===== src/rtl/dmac_pkg.sv =====
package dmac_pkg;
    localparam int NCH     = 4;
    localparam int AW      = 4;
    localparam int DW      = 8;
    localparam int VW      = 16;
    localparam int CHW     = $clog2(NCH);
    localparam int MODE_LO = 2;

    typedef enum logic [AW-1:0] {
        PORT_CMD     = 4'h8,
        PORT_MASK1   = 4'hA,
        PORT_MODE    = 4'hB,
        PORT_PTRCLR  = 4'hC,
        PORT_MCLR    = 4'hD,
        PORT_UNMASK  = 4'hE,
        PORT_MASKALL = 4'hF
    } port_e;

    typedef struct packed {
        logic chan_acc;
        logic wr_cmd;
        logic wr_mask1;
        logic wr_mode;
        logic clr_ptr;
        logic mclr;
        logic unmask_all;
        logic wr_maskall;
        logic rd_status;
    } dec_t;

    function automatic logic [VW-1:0] put_byte(logic [VW-1:0] v, logic hi,
                                               logic [DW-1:0] b);
        logic [VW-1:0] r;
        r = v;
        if (hi) r[VW-1:DW] = b;
        else    r[DW-1:0]  = b;
        return r;
    endfunction

    function automatic logic [DW-1:0] get_byte(logic [VW-1:0] v, logic hi);
        return hi ? v[VW-1:DW] : v[DW-1:0];
    endfunction
endpackage


===== src/rtl/dmac_decode.sv =====
module dmac_decode
    import dmac_pkg::*;
(
    input  logic          cs,
    input  logic          wr,
    input  logic          rd,
    input  logic [AW-1:0] addr,
    output dec_t          dec
);
    logic w;
    logic r;
    assign w = cs & wr;
    assign r = cs & rd;

    always_comb begin
        dec            = '0;
        dec.chan_acc   = (w | r) & (addr < AW'(2*NCH));
        dec.wr_cmd     = w & (addr == PORT_CMD);
        dec.wr_mask1   = w & (addr == PORT_MASK1);
        dec.wr_mode    = w & (addr == PORT_MODE);
        dec.clr_ptr    = w & (addr == PORT_PTRCLR);
        dec.mclr       = w & (addr == PORT_MCLR);
        dec.unmask_all = w & (addr == PORT_UNMASK);
        dec.wr_maskall = w & (addr == PORT_MASKALL);
        dec.rd_status  = r & (addr == PORT_CMD);
    end
endmodule


===== src/rtl/dmac_ptr.sv =====
module dmac_ptr
    import dmac_pkg::*;
(
    input  logic clk,
    input  logic rst,
    input  dec_t dec,
    output logic hi_q
);
    always_ff @(posedge clk) begin
        if (rst)                       hi_q <= 1'b0;
        else if (dec.clr_ptr || dec.mclr) hi_q <= 1'b0;
        else if (dec.chan_acc)         hi_q <= ~hi_q;
    end

    p_clear_low_r3: assert property (@(posedge clk) disable iff (rst)
        dec.clr_ptr |=> !hi_q);

    p_toggle_r2: assert property (@(posedge clk) disable iff (rst)
        (dec.chan_acc && !dec.clr_ptr && !dec.mclr) |=> (hi_q != $past(hi_q)));
endmodule


===== src/rtl/dmac_chan.sv =====
module dmac_chan
    import dmac_pkg::*;
#(
    parameter int IDX = 0
) (
    input  logic          clk,
    input  logic          rst,
    input  logic          wr_en,
    input  logic [AW-1:0] addr,
    input  logic [DW-1:0] wdata,
    input  logic          hi,
    output logic [VW-1:0] addr_q,
    output logic [VW-1:0] cnt_q
);
    localparam logic [AW-1:0] A_PORT = AW'(2*IDX);
    localparam logic [AW-1:0] C_PORT = AW'(2*IDX + 1);

    always_ff @(posedge clk) begin
        if (rst) begin
            addr_q <= '0;
            cnt_q  <= '0;
        end else if (wr_en) begin
            if (addr == A_PORT) addr_q <= put_byte(addr_q, hi, wdata);
            if (addr == C_PORT) cnt_q  <= put_byte(cnt_q, hi, wdata);
        end
    end
endmodule


===== src/rtl/dmac_status.sv =====
module dmac_status
    import dmac_pkg::*;
(
    input  logic           clk,
    input  logic           rst,
    input  dec_t           dec,
    input  logic [NCH-1:0] tc,
    input  logic [NCH-1:0] req,
    output logic [DW-1:0]  status
);
    logic [NCH-1:0] tc_q;

    always_ff @(posedge clk) begin
        if (rst) tc_q <= '0;
        else     tc_q <= ((dec.rd_status || dec.mclr) ? '0 : tc_q) | tc;
    end

    assign status = {req, tc_q};

    p_tc_sticky_r9: assert property (@(posedge clk) disable iff (rst)
        (tc != '0) |=> ((tc_q & $past(tc)) == $past(tc)));

    p_rd_clears_r9: assert property (@(posedge clk) disable iff (rst)
        (dec.rd_status && tc == '0) |=> (tc_q == '0));
endmodule


===== src/rtl/dmac_regbank.sv =====
module dmac_regbank
    import dmac_pkg::*;
(
    input  logic               clk,
    input  logic               rst,
    input  logic               cs_i,
    input  logic               wr_i,
    input  logic               rd_i,
    input  logic [AW-1:0]      addr_i,
    input  logic [DW-1:0]      wdata_i,
    output logic [DW-1:0]      rdata_o,
    input  logic [NCH-1:0]     tc_i,
    input  logic [NCH-1:0]     req_i,
    output logic [NCH*VW-1:0]  base_addr_o,
    output logic [NCH*VW-1:0]  base_cnt_o,
    output logic [NCH*DW-1:0]  mode_o,
    output logic [NCH-1:0]     mask_o,
    output logic [DW-1:0]      cmd_o
);
    localparam int MW = DW - MODE_LO;

    dec_t            dec;
    logic            hi;
    logic [DW-1:0]   status;
    logic [VW-1:0]   a_q [NCH];
    logic [VW-1:0]   c_q [NCH];
    logic [MW-1:0]   mode_q [NCH];
    logic [NCH-1:0]  mask_q;
    logic [DW-1:0]   cmd_q;
    logic [CHW-1:0]  wsel;

    assign wsel = wdata_i[CHW-1:0];

    dmac_decode u_dec (.cs(cs_i), .wr(wr_i), .rd(rd_i), .addr(addr_i), .dec(dec));
    dmac_ptr    u_ptr (.clk(clk), .rst(rst), .dec(dec), .hi_q(hi));
    dmac_status u_st  (.clk(clk), .rst(rst), .dec(dec), .tc(tc_i), .req(req_i),
                       .status(status));

    for (genvar n = 0; n < NCH; n++) begin : g_ch
        dmac_chan #(.IDX(n)) u_ch (
            .clk(clk), .rst(rst), .wr_en(cs_i & wr_i), .addr(addr_i),
            .wdata(wdata_i), .hi(hi), .addr_q(a_q[n]), .cnt_q(c_q[n]));

        always_ff @(posedge clk) begin
            if (rst)                                  mode_q[n] <= '0;
            else if (dec.wr_mode && wsel == CHW'(n))  mode_q[n] <= wdata_i[DW-1:MODE_LO];
        end

        assign base_addr_o[n*VW +: VW] = a_q[n];
        assign base_cnt_o[n*VW +: VW]  = c_q[n];
        assign mode_o[n*DW +: DW]      = {mode_q[n], {MODE_LO{1'b0}}};
    end

    always_ff @(posedge clk) begin
        if (rst) begin
            mask_q <= '1;
            cmd_q  <= '0;
        end else if (dec.mclr) begin
            mask_q <= '1;
            cmd_q  <= '0;
        end else begin
            if (dec.wr_cmd)     cmd_q <= wdata_i;
            if (dec.unmask_all) mask_q <= '0;
            if (dec.wr_maskall) mask_q <= wdata_i[NCH-1:0];
            if (dec.wr_mask1)   mask_q[wsel] <= wdata_i[2];
        end
    end

    assign mask_o = mask_q;
    assign cmd_o  = cmd_q;

    always_comb begin
        rdata_o = '0;
        if (cs_i && rd_i) begin
            if (addr_i < AW'(2*NCH))
                rdata_o = get_byte(addr_i[0] ? c_q[addr_i[CHW:1]] : a_q[addr_i[CHW:1]], hi);
            else if (addr_i == PORT_CMD)
                rdata_o = status;
        end
    end

    p_mask_single_r4: assert property (@(posedge clk) disable iff (rst)
        dec.wr_mask1 |=> (mask_o[$past(wdata_i[CHW-1:0])] == $past(wdata_i[2])));

    p_unmask_all_r7: assert property (@(posedge clk) disable iff (rst)
        dec.unmask_all |=> (mask_o == '0));

    p_mclr_r8: assert property (@(posedge clk) disable iff (rst)
        dec.mclr |=> (mask_o == '1 && cmd_o == '0));

    p_idle_read_r10: assert property (@(posedge clk) disable iff (rst)
        !(cs_i && rd_i) |-> (rdata_o == '0));
endmodule


===== config.mk =====
export PLATFORM = sky130hd
export DESIGN_NAME = dmac_regbank
export DESIGN_NICKNAME = d
export VERILOG_FILES = /design/src/rtl/dmac_pkg.sv /design/src/rtl/dmac_decode.sv /design/src/rtl/dmac_ptr.sv /design/src/rtl/dmac_chan.sv /design/src/rtl/dmac_status.sv /design/src/rtl/dmac_regbank.sv
export SDC_FILE = /design/constraint.sdc
export NUM_CORES = 1
export LEC_CHECK = 0
export BUFFER_PORTS_ARGS = -buffer_cell sky130_fd_sc_hd__buf_2
export CAP_MARGIN = 25
export CELL_PAD_IN_SITES_DETAIL_PLACEMENT = 1
export CELL_PAD_IN_SITES_GLOBAL_PLACEMENT = 1
export CORE_MARGIN = 1.5
export CORE_UTILIZATION = 41
export DETAILED_ROUTE_END_ITERATION = 10
export PLACE_DENSITY_LB_ADDON = 0.1
export SYNTH_ARGS = -nofsm -noshare
export SYNTH_HDL_FRONTEND = slang
export SYNTH_SLANG_ARGS = --single-unit

===== constraint.sdc =====
create_clock -name clk -period 2.4 [get_ports clk]
set_input_delay 0.24 -clock clk [delete_from_list [all_inputs] [get_ports clk]]
set_output_delay 0.24 -clock clk [all_outputs]
set_load 0.01 [all_outputs]

## Word-level counts from Yosys, hierarchy flattened

Memories as Yosys holds them, arrays and structs flattened.
Index checks and enable logic that the tools add are counted.

| word-level totals | value |
|---|---|
| bits in registers | 145 |
| bits in writable memories | 24 |
| output and inout bits | 180 |
| memories kept | 1 |

| operators by class | value |
|---|---|
| $lt $le $gt $ge | 4 |
| equality and inequality tests | 17 |
| multiplexer cells | 38 |
| bitwise logic cells | 19 |
| reductions and logical operators | 28 |

Memories:

| memory | words | bits a word | read ports | clocked after memory_dff | write ports | line | source |
|---|---|---|---|---|---|---|---|
| mode_q | 4 | 6 | 4 | 0 | 4 | dmac_regbank.sv:27 | `logic [MW-1:0] mode_q [NCH];` |

Operators by type and width:

| kind | number |
|---|---|
| $mux 16 | 5 |
| $bmux 16 s2 | 2 |
| $reduce_and 3->1 | 16 |
| $mux 8 | 4 |
| $eq 4x4->1 const B | 7 |
| $mux 4 | 6 |
| $mux 6 | 4 |
| $eq 4x3->1 const B | 4 |
| $mux 1 | 15 |
| $and 1x1->1 | 11 |
| $eq 4x2->1 const B | 2 |
| $logic_and 1x1->1 | 6 |
| $or 1x1->1 | 5 |
| $bwmux 4 | 1 |
| $eq 2x2->1 const B | 2 |
| $eq 4x1->1 const B | 1 |
| $logic_not 4->1 | 1 |
| $lt 4x4->1 const B | 1 |
| $or 4x4->4 | 1 |
| $reduce_or 2->1 | 2 |
| $ge 3x3->1 const B | 1 |
| $lt 2x3->1 const B | 1 |
| $not 2->3 | 1 |
| $demux 1 s2 | 1 |
| other kinds (5) | 6 |

## Logic depth before layout (Yosys ltp)

| logic depth | value |
|---|---|
| word-level depth | 8 |
| depth in mapped cells | 7 |

## Hierarchy

A second synthesis with hierarchy kept.

| unflattened totals | value |
|---|---|
| cells, all modules | 729 |
| area, all modules | 8360.5 µm² |

By module, submodules not included:

| module | times used | cells an instance | area each (µm²) | sequential area each (µm²) |
|---|---|---|---|---|
| dmac_regbank | 1 | 203 | 2695.1 | 960.9 |
| dmac_chan at g_ch[3].u_ch | 1 | 129 | 1343.8 | 640.6 |
| dmac_chan at g_ch[2].u_ch | 1 | 119 | 1341.3 | 640.6 |
| dmac_chan at g_ch[0].u_ch | 1 | 119 | 1335.0 | 640.6 |
| dmac_chan at g_ch[1].u_ch | 1 | 120 | 1330.0 | 640.6 |
| dmac_status | 1 | 20 | 180.2 | 80.1 |
| dmac_decode | 1 | 16 | 93.8 | 0.0 |
| dmac_ptr | 1 | 3 | 41.3 | 20.0 |

## Worst setup path after synthesis

No wires, ideal clock.

| timing | value |
|---|---|
| path type | input-to-reg |
| start point | in addr_i[0] |
| end point | mem mode_q[0][0] (netlist bit), enable pin |
| library setup time | 380 ps |
| data arrival time | 1429 ps |
| data required time | 2020 ps |
| path slack | 591 ps |
| cell stages on the path | 5 |
| path buffers | 2 |
| cell sequence | buf_4 -> and2_1 -> buf_2 -> nand2_1 -> o31ai_1 |

RTL lines:

| item | line | source |
|---|---|---|
| start: declaration | dmac_regbank.sv:9 | `input logic [AW-1:0] addr_i,` |
| end: declaration | dmac_regbank.sv:27 |  |

## Worst setup path in the final report

| timing | value |
|---|---|
| start point | reg u_ptr.hi_q |
| end point | out rdata_o[7] |

| on the way | value |
|---|---|
| longest elaborated chain between the ends | 3 |

Ends and longest elaborated chain:

| item | line | source |
|---|---|---|
| start: declaration | dmac_ptr.sv:7 | `output logic hi_q` |
| start signal: assignment | dmac_ptr.sv:12 | `else if (dec.chan_acc) hi_q <= ~hi_q;` |
| $mux 8 | dmac_pkg.sv:41 | `return hi ? v[VW-1:DW] : v[DW-1:0];` |
| $mux 8 | dmac_regbank.sv:75 | `if (addr_i < AW'(2*NCH))` |
| $mux 8 | dmac_regbank.sv:74 | `if (cs_i && rd_i) begin` |
| end: declaration | dmac_regbank.sv:11 | `output logic [DW-1:0] rdata_o,` |

No other way between the ends.

==> results.md <==
* Global-route wire length before repair at 39.76 mm
* Syn Area/Cell at 11.01 um2
* Tightest hold margin at 58.47 ps
* CTS root buf: clkbuf_16
* Crit-path slowest cell: dfxtp_1
* Slew Viols, Final at 0
* EDFF count, synth at 24
* Final setup margin at 153.6 ps
* Post-route cell area at 9500 um2
* Synth cell count leaders: mux2i_1 (159), dfxtp_1 (145), nor2_1 (142)
* CTS tree: done
* Sequential cell area fraction in the yosys report at 0.4750
* Max Cap Viol at 0
* Post-Route Skew at 6.005 ps
* DRT Wirelength at 25.85 mm
* Initial core utilization at 0.4218
* Worst R2R End: g_ch[0].u_ch.cnt_q[6]$_SDFFE_PP0P_
* Setup TNS at 0 ps
* Fmax at 445.2 MHz
* Die width at 139.4 um
* CTS Buf Count at 17
* WL per Instance at 23.02 um
* CP top delay family: compound AO/OA/AOI/OAI gates
* Die height at 139.4 um
* Crit-path cells: nand4bb_1 -> buf_4 -> a221oi_1 -> o21ai_0 -> o211ai_1 -> buf_2
* RePlAce Congestion at 0.8434
* Worst r2r path cells at 5
* LEAKAGE at 4.438 nW
* Buf+Inv Stages, Crit Path at 2
* Netlist Area Pre-Place at 7629 um2
* Worst Path Max Fanout at 8
* Primary FF master, synth: dfxtp_1
* Crit path DAT at 2010 ps
* Final layout net count at 906
* Failing checks: design-rule violations
* Number of global-route vias before repair at 6562
* CTS H-tree lvls at 4
* Worst-Skew Late Latency at 440 ps
* Largest area contributor in the netlist: dfxtp_1
* Synth cell types at 45
* Area after DPL at 8862 um2
* Most common cell in the synthesized netlist: mux2i_1
* Max-slew headroom at 0.5219
* DRC Markers at 11
* IO buf count at 196
* Required @ worst endpoint at 2160 ps
* Final core utilization at 0.5253
* Layout cell share with drive strength beyond 1 at 0.3378
* Post-CTS setup buffer count at 0
* Hold Crit Class: in2reg
* Final Hold Fails at 0
* CORE AREA at 18090 um2
* FF-to-FF Start: u_ptr.hi_q$_SDFFE_PP0P_
* Remaining Overflow, GRT at 0
* GRT Overall Usage at 0.2719
* Worst-path clk slew at 70 ps
* Post-route ant nets at 0
* Initial antenna violation count at 0
* Pwr Density at 668.7 nW/um2
* Number of synthesized register bits at 169
* Routed vias at 6242
* Vias/cell at 5.558
* Site Rows at 49
* Hold buffer count at CTS at 0
* Yosys warnings at 0
* Status: finished, violations left
* DP Worst Slack at 159.5 ps
* Mapped Cells at 693
* 1st-iter DRT viols at 428
* Diode count at 0
* Setup violations, final at 0
* R2R setup slack at 400 ps
* Detailed placement HPWL at 18.26 mm
* Clk sinks at 169
* Share of the synthesized area in the top cell type at 0.3805
* 1st-pass router iterations at 7
* Largest net degree at the start of global routing at 68
* Largest cells by area after synthesis: dfxtp_1 (38%), mux2i_1 (21%), edfxtp_1 (9.4%)
* Nature of the critical path endpoint: primary output
* Resized cells post-CTS at 0
* Hold path startpoint: tc_i[1]
* Worst hold path depth at 3
* Hold Path End: u_st.tc_q[1]$_SDFF_PP0_
* FFs w/ async S/R, synth at 0
* # IOs at 205
* Max rail drop VDD at 518.7 uV
* CP max stage delay at 410 ps
* Die ar. at 19430 um2
* Startpoint types: flop
* Clk buf depth at 2
* Worst-Margin Slew at 717.1 ps
* Part of the cycle the worst path needs at 0.9360
* RSZ-0062 raised after global routing: no
* P&R area growth vs syn at 24.54%
* Setup CP Type: reg2out
* Shortest period the worst path allows at 2246 ps
## per-stage QoR
step | power, mW | instances
2_1_floorplan | 3.255 | 700
3_3_place_gp | 3.398 | 1091
3_5_place_dp | 3.410 | 1091
4_1_cts | 6.394 | 1123
5_1_grt | 6.539 | 1123
6_report | 6.353 | 1123
## flip-flops by register name, summed over array words and instances, names as in the netlist
signal,flops
u_st.tc_q,4
cmd_o,8
g_ch.u_ch.addr_q,64
g_ch.u_ch.cnt_q,64
mode_q,24
mask_o,4
u_ptr.hi_q,1
## kinds of logic (layout without fill, tap and decap cells)
family                    Yosys count  after routing  share of synthesized area
other                               1              8                  0.0004916
AOI/OAI and AO/OA                  47             47                    0.04084
DFF                               169            169                     0.4750
muxes                             184            184                     0.2824
buffers and inverters              66            260                    0.04231
and+or+nand+nor                   225            225                     0.1578
xor gates and xnor gates            1              1                   0.001148
## metal layers
metal  global-route usage  part of all wire
met5                    0                 0
met4               0.1064             0.029
met3              0.05196             0.052
met2               0.4567              0.49
met1               0.3462              0.43
## worst max path at each step
stage / startpoint / to / slack, ps / cells after the start
finish: u_ptr.hi_q$_SDFFE_PP0P_ / rdata_o[7] / 150 / 6
global route: g_ch[3].u_ch.addr_q[1]$_SDFFE_PP0P_ / rdata_o[1] / 70 / 5
CTS: g_ch[3].u_ch.addr_q[1]$_SDFFE_PP0P_ / rdata_o[1] / 130 / 5
detailed placement: addr_i[0] / mode_q[0][0]$_SDFFCE_PN0P_ / 160 / 6
global placement: addr_i[2] / rdata_o[2] / 300 / 7
floorplan: addr_i[0] / mode_q[0][0]$_SDFFCE_PN0P_ / 590 / 5
## final cells by class
cell class              count  area, um2
flip-flops and latches    169       3623
clock inverters            15      212.7
fillers                  2002       8586
clock buffers              17      425.4
multi-input cells         465       3709
inverters                   2      7.507
repair buffers            226       1236
well taps                 229      286.5
## worst reg2reg max path: cells and delay by family (launching register included)
kind,cells,cell delay (ps)
buffers and inverters,1,260
flip-flops,1,410
multiplexers,1,210
AND/OR/NAND/NOR,3,1000
## power by group
part	total (mW)	switching [mW]	internal [mW]
registers	2.93	0.0216	2.90
clock network	3.00	1.24	1.77
logic	0.424	0.291	0.133
total	6.35	1.55	4.80
## layout by cell type (no fill, tap or decap), types with 11 or more instances in the layout
| master | n |
|---|---|
| buf_2 | 194 |
| mux2i_1 | 159 |
| dfxtp_1 | 145 |
| nor2_1 | 142 |
| buf_4 | 30 |
| and2_1 | 26 |
| mux4_2 | 25 |
| edfxtp_1 | 24 |
| o21ai_0 | 18 |
| clkbuf_16 | 17 |
| nand2_1 | 11 |
Note: power is estimated with default switching activity, not from simulation.
